$ cat src/rtl/sar_ovr_pkg.sv
package sar_ovr_pkg;

    typedef enum logic [1:0] {
        ST_IDLE   = 2'd0,
        ST_CONV   = 2'd1,
        ST_FINISH = 2'd2
    } sar_state_e;

    localparam int BRANCH_LO = 0;
    localparam int BRANCH_HI = 1;
    localparam int N_BRANCH  = 2;

endpackage

$ cat src/rtl/sar_ovr_fsm.sv
module sar_ovr_fsm
    import sar_ovr_pkg::*;
#(
    parameter int STEPS = 7
) (
    input  logic clk,
    input  logic rst_n,
    input  logic start,
    input  logic decide_ok,
    output logic load,
    output logic take,
    output logic last,
    output logic stall,
    output logic busy,
    output logic idle,
    output logic done
);

    localparam int CW = $clog2(STEPS + 1);
    localparam logic [CW-1:0] LAST_IDX = CW'(STEPS - 1);

    sar_state_e state_q;
    sar_state_e state_d;
    logic [CW-1:0] cnt_q;

    // state register
    always_ff @(posedge clk) begin
        if (!rst_n) begin
            state_q <= ST_IDLE;
        end else begin
            state_q <= state_d;
        end
    end

    // decision counter
    always_ff @(posedge clk) begin
        if (!rst_n) begin
            cnt_q <= '0;
        end else if (load) begin
            cnt_q <= '0;
        end else if (take) begin
            cnt_q <= cnt_q + 1'b1;
        end
    end

    // next-state logic
    always_comb begin
        state_d = state_q;
        unique case (state_q)
            ST_IDLE: begin
                if (start) begin
                    state_d = ST_CONV;
                end
            end
            ST_CONV: begin
                if (decide_ok && (cnt_q == LAST_IDX)) begin
                    state_d = ST_FINISH;
                end
            end
            ST_FINISH: begin
                state_d = ST_IDLE;
            end
            default: begin
                state_d = ST_IDLE;
            end
        endcase
    end

    // outputs
    always_comb begin
        load  = 1'b0;
        take  = 1'b0;
        stall = 1'b0;
        busy  = 1'b0;
        idle  = 1'b0;
        done  = 1'b0;
        last  = (cnt_q == LAST_IDX);
        unique case (state_q)
            ST_IDLE: begin
                idle = 1'b1;
                load = start;
            end
            ST_CONV: begin
                busy  = 1'b1;
                take  = decide_ok;
                stall = !decide_ok;
            end
            ST_FINISH: begin
                done = 1'b1;
            end
            default: begin
                idle = 1'b0;
            end
        endcase
    end

endmodule

$ cat src/rtl/sar_ovr_lookahead.sv
module sar_ovr_lookahead
    import sar_ovr_pkg::*;
#(
    parameter int PW         = 14,
    parameter int SHRINK_NUM = 9,
    parameter int SHRINK_SH  = 4,
    parameter int MARGIN_SH  = 4
) (
    input  logic                         [PW-1:0] lo_q,
    input  logic                         [PW-1:0] w_q,
    input  logic                         [PW-1:0] lvl_q,
    input  logic                                  dir_up_q,
    output logic                         [PW-1:0] w_next,
    output logic [N_BRANCH-1:0]          [PW-1:0] lo_cand,
    output logic [N_BRANCH-1:0]          [PW-1:0] lvl_cand
);

    localparam int XW = PW + 5;

    logic [XW-1:0] prod;
    logic [PW-1:0] margin;
    logic [PW-1:0] half_next;

    always_comb begin
        prod      = XW'(w_q) * XW'(SHRINK_NUM);
        w_next    = PW'(prod >> SHRINK_SH);
        margin    = w_q >> MARGIN_SH;
        half_next = w_next >> 1;
    end

    for (genvar b = 0; b < N_BRANCH; b++) begin : g_branch
        if (b == BRANCH_HI) begin : g_hi
            // overlap margin below the level only when it was approached from below
            assign lo_cand[b] = dir_up_q ? (lvl_q - margin) : lvl_q;
        end else begin : g_lo
            assign lo_cand[b] = lo_q;
        end
        assign lvl_cand[b] = lo_cand[b] + half_next;
    end

endmodule

$ cat src/rtl/sar_ovr_encode.sv
module sar_ovr_encode #(
    parameter int PW        = 14,
    parameter int RES_BITS  = 6,
    parameter int FRAC_BITS = 6
) (
    input  logic [PW-1:0]                   lvl,
    output logic [RES_BITS-1:0]             code,
    output logic [RES_BITS+FRAC_BITS-1:0]   tap
);

    localparam int ACC = RES_BITS + FRAC_BITS;
    localparam logic [PW-1:0] TAP_MAX  = PW'((1 << ACC) - 1);
    localparam logic [PW-1:0] CODE_MAX = PW'((1 << RES_BITS) - 1);

    logic [PW-1:0] whole;

    always_comb begin
        whole = lvl >> FRAC_BITS;
        if (whole > CODE_MAX) begin
            code = '1;
        end else begin
            code = whole[RES_BITS-1:0];
        end
        if (lvl > TAP_MAX) begin
            tap = '1;
        end else begin
            tap = lvl[ACC-1:0];
        end
    end

endmodule

$ cat src/rtl/sar_ovr_ctrl.sv
module sar_ovr_ctrl
    import sar_ovr_pkg::*;
#(
    parameter int RES_BITS   = 6,
    parameter int FRAC_BITS  = 6,
    parameter int STEPS      = 7,
    parameter int SHRINK_NUM = 9,
    parameter int SHRINK_SH  = 4,
    parameter int MARGIN_SH  = 4
) (
    input  logic                          clk,
    input  logic                          rst_n,
    input  logic                          start,
    input  logic                          cmp_hi,
    input  logic                          cmp_lo,
    output logic [RES_BITS+FRAC_BITS-1:0] dac_level,
    output logic [RES_BITS-1:0]           result,
    output logic                          done,
    output logic                          err
);

    localparam int ACC = RES_BITS + FRAC_BITS;
    localparam int PW  = ACC + 2;
    localparam logic [PW-1:0] FULL_W   = PW'(1 << ACC);
    localparam logic [PW-1:0] MID_LVL  = PW'(1 << (ACC - 1));

    logic decide_ok;
    logic sel;
    logic load, take, last, stall, busy_w, idle_w;

    logic [PW-1:0] lo_q, w_q, lvl_q;
    logic          dir_up;
    logic [PW-1:0] w_next;
    logic [N_BRANCH-1:0][PW-1:0] lo_cand;
    logic [N_BRANCH-1:0][PW-1:0] lvl_cand;
    logic [N_BRANCH-1:0][RES_BITS-1:0] code_cand;
    logic [N_BRANCH-1:0][ACC-1:0]      tap_cand_unused;
    logic [RES_BITS-1:0] code_now_unused;

    assign decide_ok = cmp_hi ^ cmp_lo;
    assign sel       = cmp_hi;

    sar_ovr_fsm #(
        .STEPS(STEPS)
    ) u_fsm (
        .clk      (clk),
        .rst_n    (rst_n),
        .start    (start),
        .decide_ok(decide_ok),
        .load     (load),
        .take     (take),
        .last     (last),
        .stall    (stall),
        .busy     (busy_w),
        .idle     (idle_w),
        .done     (done)
    );

    sar_ovr_lookahead #(
        .PW        (PW),
        .SHRINK_NUM(SHRINK_NUM),
        .SHRINK_SH (SHRINK_SH),
        .MARGIN_SH (MARGIN_SH)
    ) u_look (
        .lo_q    (lo_q),
        .w_q     (w_q),
        .lvl_q   (lvl_q),
        .dir_up_q(dir_up),
        .w_next  (w_next),
        .lo_cand (lo_cand),
        .lvl_cand(lvl_cand)
    );

    // result codes for both outcomes are prepared ahead of the decision
    for (genvar b = 0; b < N_BRANCH; b++) begin : g_code
        sar_ovr_encode #(
            .PW       (PW),
            .RES_BITS (RES_BITS),
            .FRAC_BITS(FRAC_BITS)
        ) u_enc (
            .lvl (lvl_cand[b]),
            .code(code_cand[b]),
            .tap (tap_cand_unused[b])
        );
    end

    sar_ovr_encode #(
        .PW       (PW),
        .RES_BITS (RES_BITS),
        .FRAC_BITS(FRAC_BITS)
    ) u_tap (
        .lvl (lvl_q),
        .code(code_now_unused),
        .tap (dac_level)
    );

    // search-range registers
    always_ff @(posedge clk) begin
        if (!rst_n) begin
            lo_q   <= '0;
            w_q    <= '0;
            lvl_q  <= '0;
            dir_up <= 1'b1;
        end else if (load) begin
            lo_q   <= '0;
            w_q    <= FULL_W;
            lvl_q  <= MID_LVL;
            dir_up <= 1'b1;
        end else if (take) begin
            lo_q   <= lo_cand[sel];
            w_q    <= w_next;
            lvl_q  <= lvl_cand[sel];
            dir_up <= sel;
        end
    end

    // result and sticky error
    always_ff @(posedge clk) begin
        if (!rst_n) begin
            result <= '0;
            err    <= 1'b0;
        end else begin
            if (take && last) begin
                result <= code_cand[sel];
            end
            if (stall) begin
                err <= 1'b1;
            end
        end
    end

endmodule

$ cat config.mk
export PLATFORM = sky130hd
export DESIGN_NAME = sar_ovr_ctrl
export DESIGN_NICKNAME = d
export VERILOG_FILES = /design/src/rtl/sar_ovr_pkg.sv /design/src/rtl/sar_ovr_fsm.sv /design/src/rtl/sar_ovr_lookahead.sv /design/src/rtl/sar_ovr_encode.sv /design/src/rtl/sar_ovr_ctrl.sv
export SDC_FILE = /design/constraint.sdc
export NUM_CORES = 1
export LEC_CHECK = 0
export ABC_AREA = 1
export BUFFER_PORTS_ARGS = -buffer_cell sky130_fd_sc_hd__buf_2
export CORE_ASPECT_RATIO = 0.75
export CORE_MARGIN = 3
export CORE_UTILIZATION = 60
export CTS_CLUSTER_SIZE = 16
export DETAILED_ROUTE_END_ITERATION = 10
export PLACE_DENSITY = 0.82
export SKIP_CTS_REPAIR_TIMING = 1
export SYNTH_ARGS = -nofsm -noshare
export SYNTH_HDL_FRONTEND = slang
export SYNTH_HIERARCHICAL = 1
export SYNTH_SLANG_ARGS = --single-unit
$ cat constraint.sdc
create_clock -name clk -period 4.46 [get_ports clk]
set_clock_uncertainty 0.1 [all_clocks]
set_input_delay 0.446 -clock clk [delete_from_list [all_inputs] [get_ports clk]]
set_output_delay 0.446 -clock clk [all_outputs]
set_load 0.005 [all_outputs]
* Yosys cells after proc, flatten, opt, wreduce, memory -nomap -nowiden
Index checks and enable logic that the tools add are counted.
** Operators by class
- Add/sub/neg operators :: 4
- Multiply operators :: 1
- Divide/modulo/power cells :: 0
- $lt $le $gt $ge :: 4
- Equal/unequal tests :: 6
- Shifts and indexed selects :: 0
- Muxes and demuxes :: 21
- Bitwise operators :: 2
- Reductions and logical operators :: 8
** Operators with widths (count)
- $mux W14 :: 5
- $mux W12 :: 3
- $add A14 B13 Y14 :: 2
- $mux W13 :: 2
- $mux W6 :: 4
- $mul A14 B4 Y18 const B :: 1
- $gt A8 B6 Y1 const B :: 2
- $gt A14 B12 Y1 const B :: 1
- $sub A14 B10 Y14 :: 1
- $mux W1 :: 4
- $mux W2 :: 2
- $ne A2 B2 Y1 const B :: 2
- $pmux W2 S2 :: 1
- $reduce_and A2 Y1 :: 2
- $add A3 B1 Y3 const B :: 1
- $eq A3 B3 Y1 const B :: 1
- $eq A2 B1 Y1 const B :: 1
- $eq A2 B2 Y1 const B :: 1
- $logic_and A1 B1 Y1 :: 2
- $logic_not A2 Y1 :: 1
- $lt A1 B2 Y1 const B :: 1
- $ne A2 B1 Y1 const B :: 1
- $reduce_bool A2 Y1 :: 1
- $reduce_or A2 Y1 :: 1
- other kinds (3) :: 3
** Storage, ports and cells
- Bits in registers :: 55
- Bits in latches :: 0
- Bits in writable memories :: 0
- Memory bits (read-only) :: 0
- Input bits :: 5
- Output and inout bits :: 20
- Memories :: 0

* Logic depth before layout (Yosys ltp)
- Depth in word-level cells :: 7
- Depth in mapped cells :: 29
- Depth with buffers taken out :: 28

* Hierarchy
Netlist, hierarchy kept.
** By module, submodules not included
- sar_ovr_lookahead :: times used 1, cells each 490, area an instance 2907.8 um2
- sar_ovr_ctrl :: times used 1, cells each 366, area an instance 2324.7 um2
- sar_ovr_encode :: times used 3, cells each 32, area an instance 135.1 um2
- sar_ovr_fsm :: times used 1, cells each 41, area an instance 271.5 um2

* Worst setup path before layout
No wires, ideal clock.
- Kind :: register -> register
- From :: register w_q[4]
- To :: register result[0]
- Data arrival time :: 3740 ps
- Required time :: 4251 ps
- Path slack :: 512 ps
- Cell stages (with the launch flop) :: 26
- Clock period less this slack :: 3948 ps
- Path through :: dfxtp_1 ha_1 ha_1 fa_1 nand2_1 inv_1 nor2_1 inv_1 fa_1 nand3b_1 and2_1 nor3_1 nor2_1 nor2_2 nand2_1 nand2_2 nand2_2 nand3_1 nand2_1 nor2_4 buf_6 nand2_1 nand2_1 nand3_1 nand2_1 inv_1
** RTL lines
- from (decl) :: RTL line sar_ovr_ctrl.sv:31 : logic [PW-1:0] lo_q, w_q, lvl_q;
- from (signal assigned) :: RTL line sar_ovr_ctrl.sv:111 : w_q <= w_next;
- to (signal assigned) :: RTL line sar_ovr_ctrl.sv:124 : result <= code_cand[sel];
- to (decl) :: RTL line sar_ovr_ctrl.sv:17 : output logic [RES_BITS-1:0] result,

==> out/qor.yml <==
placement:
  post_dp_cell_area_mm2: 0.00578
  hpwl_mm: 10.3
  gp_congestion: 0.913
  portBuffers: 24
  place_ws_ns: 0.258
synthesis:
  syn-instance-count: 951
  synthesis.nets: 1021
  avgSynthCellArea_um2: 6.05
  syn-cell-area_mm2: 0.00575
  yosys_warnings: 6
pwr:
  leakagePower_nw: 3.41
  power.total_mw: 1.43
  powerDensity_mw_per_mm2: 241
  peakVddDrop_mv: 0.132
timing:
  min_period_over_period: 0.929
  worst_pin_slew_ns: 0.689
  fmax_mhz: 241
  fin_ws_ns: 0.316
  tns_ns: 0
  max_slew_margin: 0.539
  period_needed_ns: 4.14
  finalMaxSlewViolations: 0
  hold_ws_ns: 0.332
  rsz0062_at_grt: "no"
  hold_violations: 0
  finalSetupViolCount: 0
setup_path:
  reg2reg_to: "result[3]"
  r2r-start: "w_q[4]"
  critPathLaunch: "w_q[4]"
  ff2ff_path_depth: 22
  end_kind: "register"
  cp_max_fo: 6
  arrival_ns: 4.24
  start_kind: "register"
  worst_ep_required_time_ns: 4.56
  path_class: "register to register"
  r2r_slack_ns: 0.32
route:
  wl_met3_um: 784
  wl_met2_mm: 5.76
  num_vias: 5503
  drc: 0
  dr.pass1.iters: 5
  top_layer: "met4"
  drtAntennaViolNets: 0
  met1_length_mm: 6.72
  wire_per_inst_um: 12.4
  wl_mm: 13.4
  vias_per_cell: 5.11
  drt_iter0_markers: 475
die:
  num_io_pins: 25
  die-area_mm2: 0.0108
  die_w_um: 119
  num_rows: 30
  dieHeight_um: 90.8
  core_mm2: 0.00920
  start_util: 0.625
clock_tree:
  cts_tree: "done"
  htreeDepth: 2
  clk-insertion-delay-late_ns: 0.30
  numClockSinks: 55
  path_clk_slew_ns: 0.07
  numCtsBuffers: 5
  root_buffer: "clkbuf_16"
  clk_path_buf_depth: 2
flow_run:
  drv_cap: 0
min_path:
  hold_depth: 3
  hold_class: "input pin to register"
  hold_end: "w_q[12]"
  hold_start: "rst_n"
global_route:
  antenna_found_initial: 0
  gr-total-overflow: 0
  grt_usage: 0.254
  grt_pass1_wl_mm: 23.2
  grt_max_degree: 38
  grt_pass1_vias: 4985
final_layout:
  drive_above_1_share: 0.0876
  syn_to_final_growth_pct: 2.94
  postLayoutCellArea_mm2: 0.00592
  multiInputGateArea_mm2: 0.00380
  nFillCells: 888
  final_nets: 1017
  seq_area_mm2: 0.00110
  diodes: 0
outcome:
  status: "complete, no violations"
-- flip-flops by register name, indices dropped and copies added, names as in the netlist --
name / cells
dir_up: 1
err: 1
lo_q: 14
lvl_q: 14
result: 6
u_fsm/cnt_q: 3
u_fsm/state_q: 2
w_q: 14
-- where the power goes --
group	switching, mW	leakage [nW]	total, mW	internal, mW
clock network	0.189	0.0733	0.395	0.206
logic	0.330	2.89	0.504	0.174
registers	0.0206	0.446	0.527	0.507
total	0.540	3.41	1.43	0.887
-- through the flow --
stage / std cells / util
global placement: 1068 / 0.628
finish: 1076 / 0.644
CTS: 1076 / 0.643
global route: 1076 / 0.644
floorplan: 951 / -
detailed placement: 1068 / 0.628
-- worst max path at each step --
stage                endpoint  slack (ns)
floorplan           result[0]        0.63
global placement    result[4]        0.39
detailed placement  result[3]        0.26
CTS                 result[3]        0.21
global route        result[4]       0.008
finish              result[3]        0.32
-- cell usage in the layout (no fill, tap or decap), types with 3 or more instances in the layout --
master,instances
nand4_1,4
nand3_2,3
o21ai_0,12
inv_1,142
xnor2_1,11
clkinv_2,3
nand3_1,83
xor2_1,21
fa_1,4
a21oi_2,4
nor2_4,6
buf_2,24
a21oi_1,51
nor3_1,3
inv_2,7
nor2_1,92
buf_4,5
clkbuf_16,5
dfxtp_1,55
ha_1,61
nand2_1,314
nand3b_1,3
nand2_2,17
nor2_2,5
-- layer usage --
layer	vias to the layer above	track usage
met4	0	0.0395
met2	156	0.402
li1	2923	-
met3	14	0.0413
met1	2410	0.369
met5	-	0
-- critical path, cell delays in order (launching register included) --
cell and delay (ns):
dfxtp_1 0.40, ha_1 0.26, ha_1 0.26, fa_1 0.44, nand3_1 0.14, nand3_2 0.13, a21oi_1 0.22, xnor2_1 0.23
ha_1 0.35, a21oi_1 0.16, o21ai_0 0.10, a21oi_2 0.20, o21ai_1 0.13, a21oi_1 0.15, nor2_1 0.05, nor2_1 0.11
xnor2_1 0.12, nor2_4 0.17, nand2_1 0.07, nand2_1 0.06, nand3_1 0.08, nand2_1 0.08, inv_1 0.03
-- cell type report --
cell class	count	share of cell area
Inverter	150	0.0955
Tap cell	128	0.0270
Clock inverter	3	0.00254
Timing Repair Buffer	29	0.0266
Clock buffer	5	0.0211
Sequential cell	55	0.186
Multi-Input combinational cell	706	0.641
No activity file was read; power rests on OpenSTA's default activity.
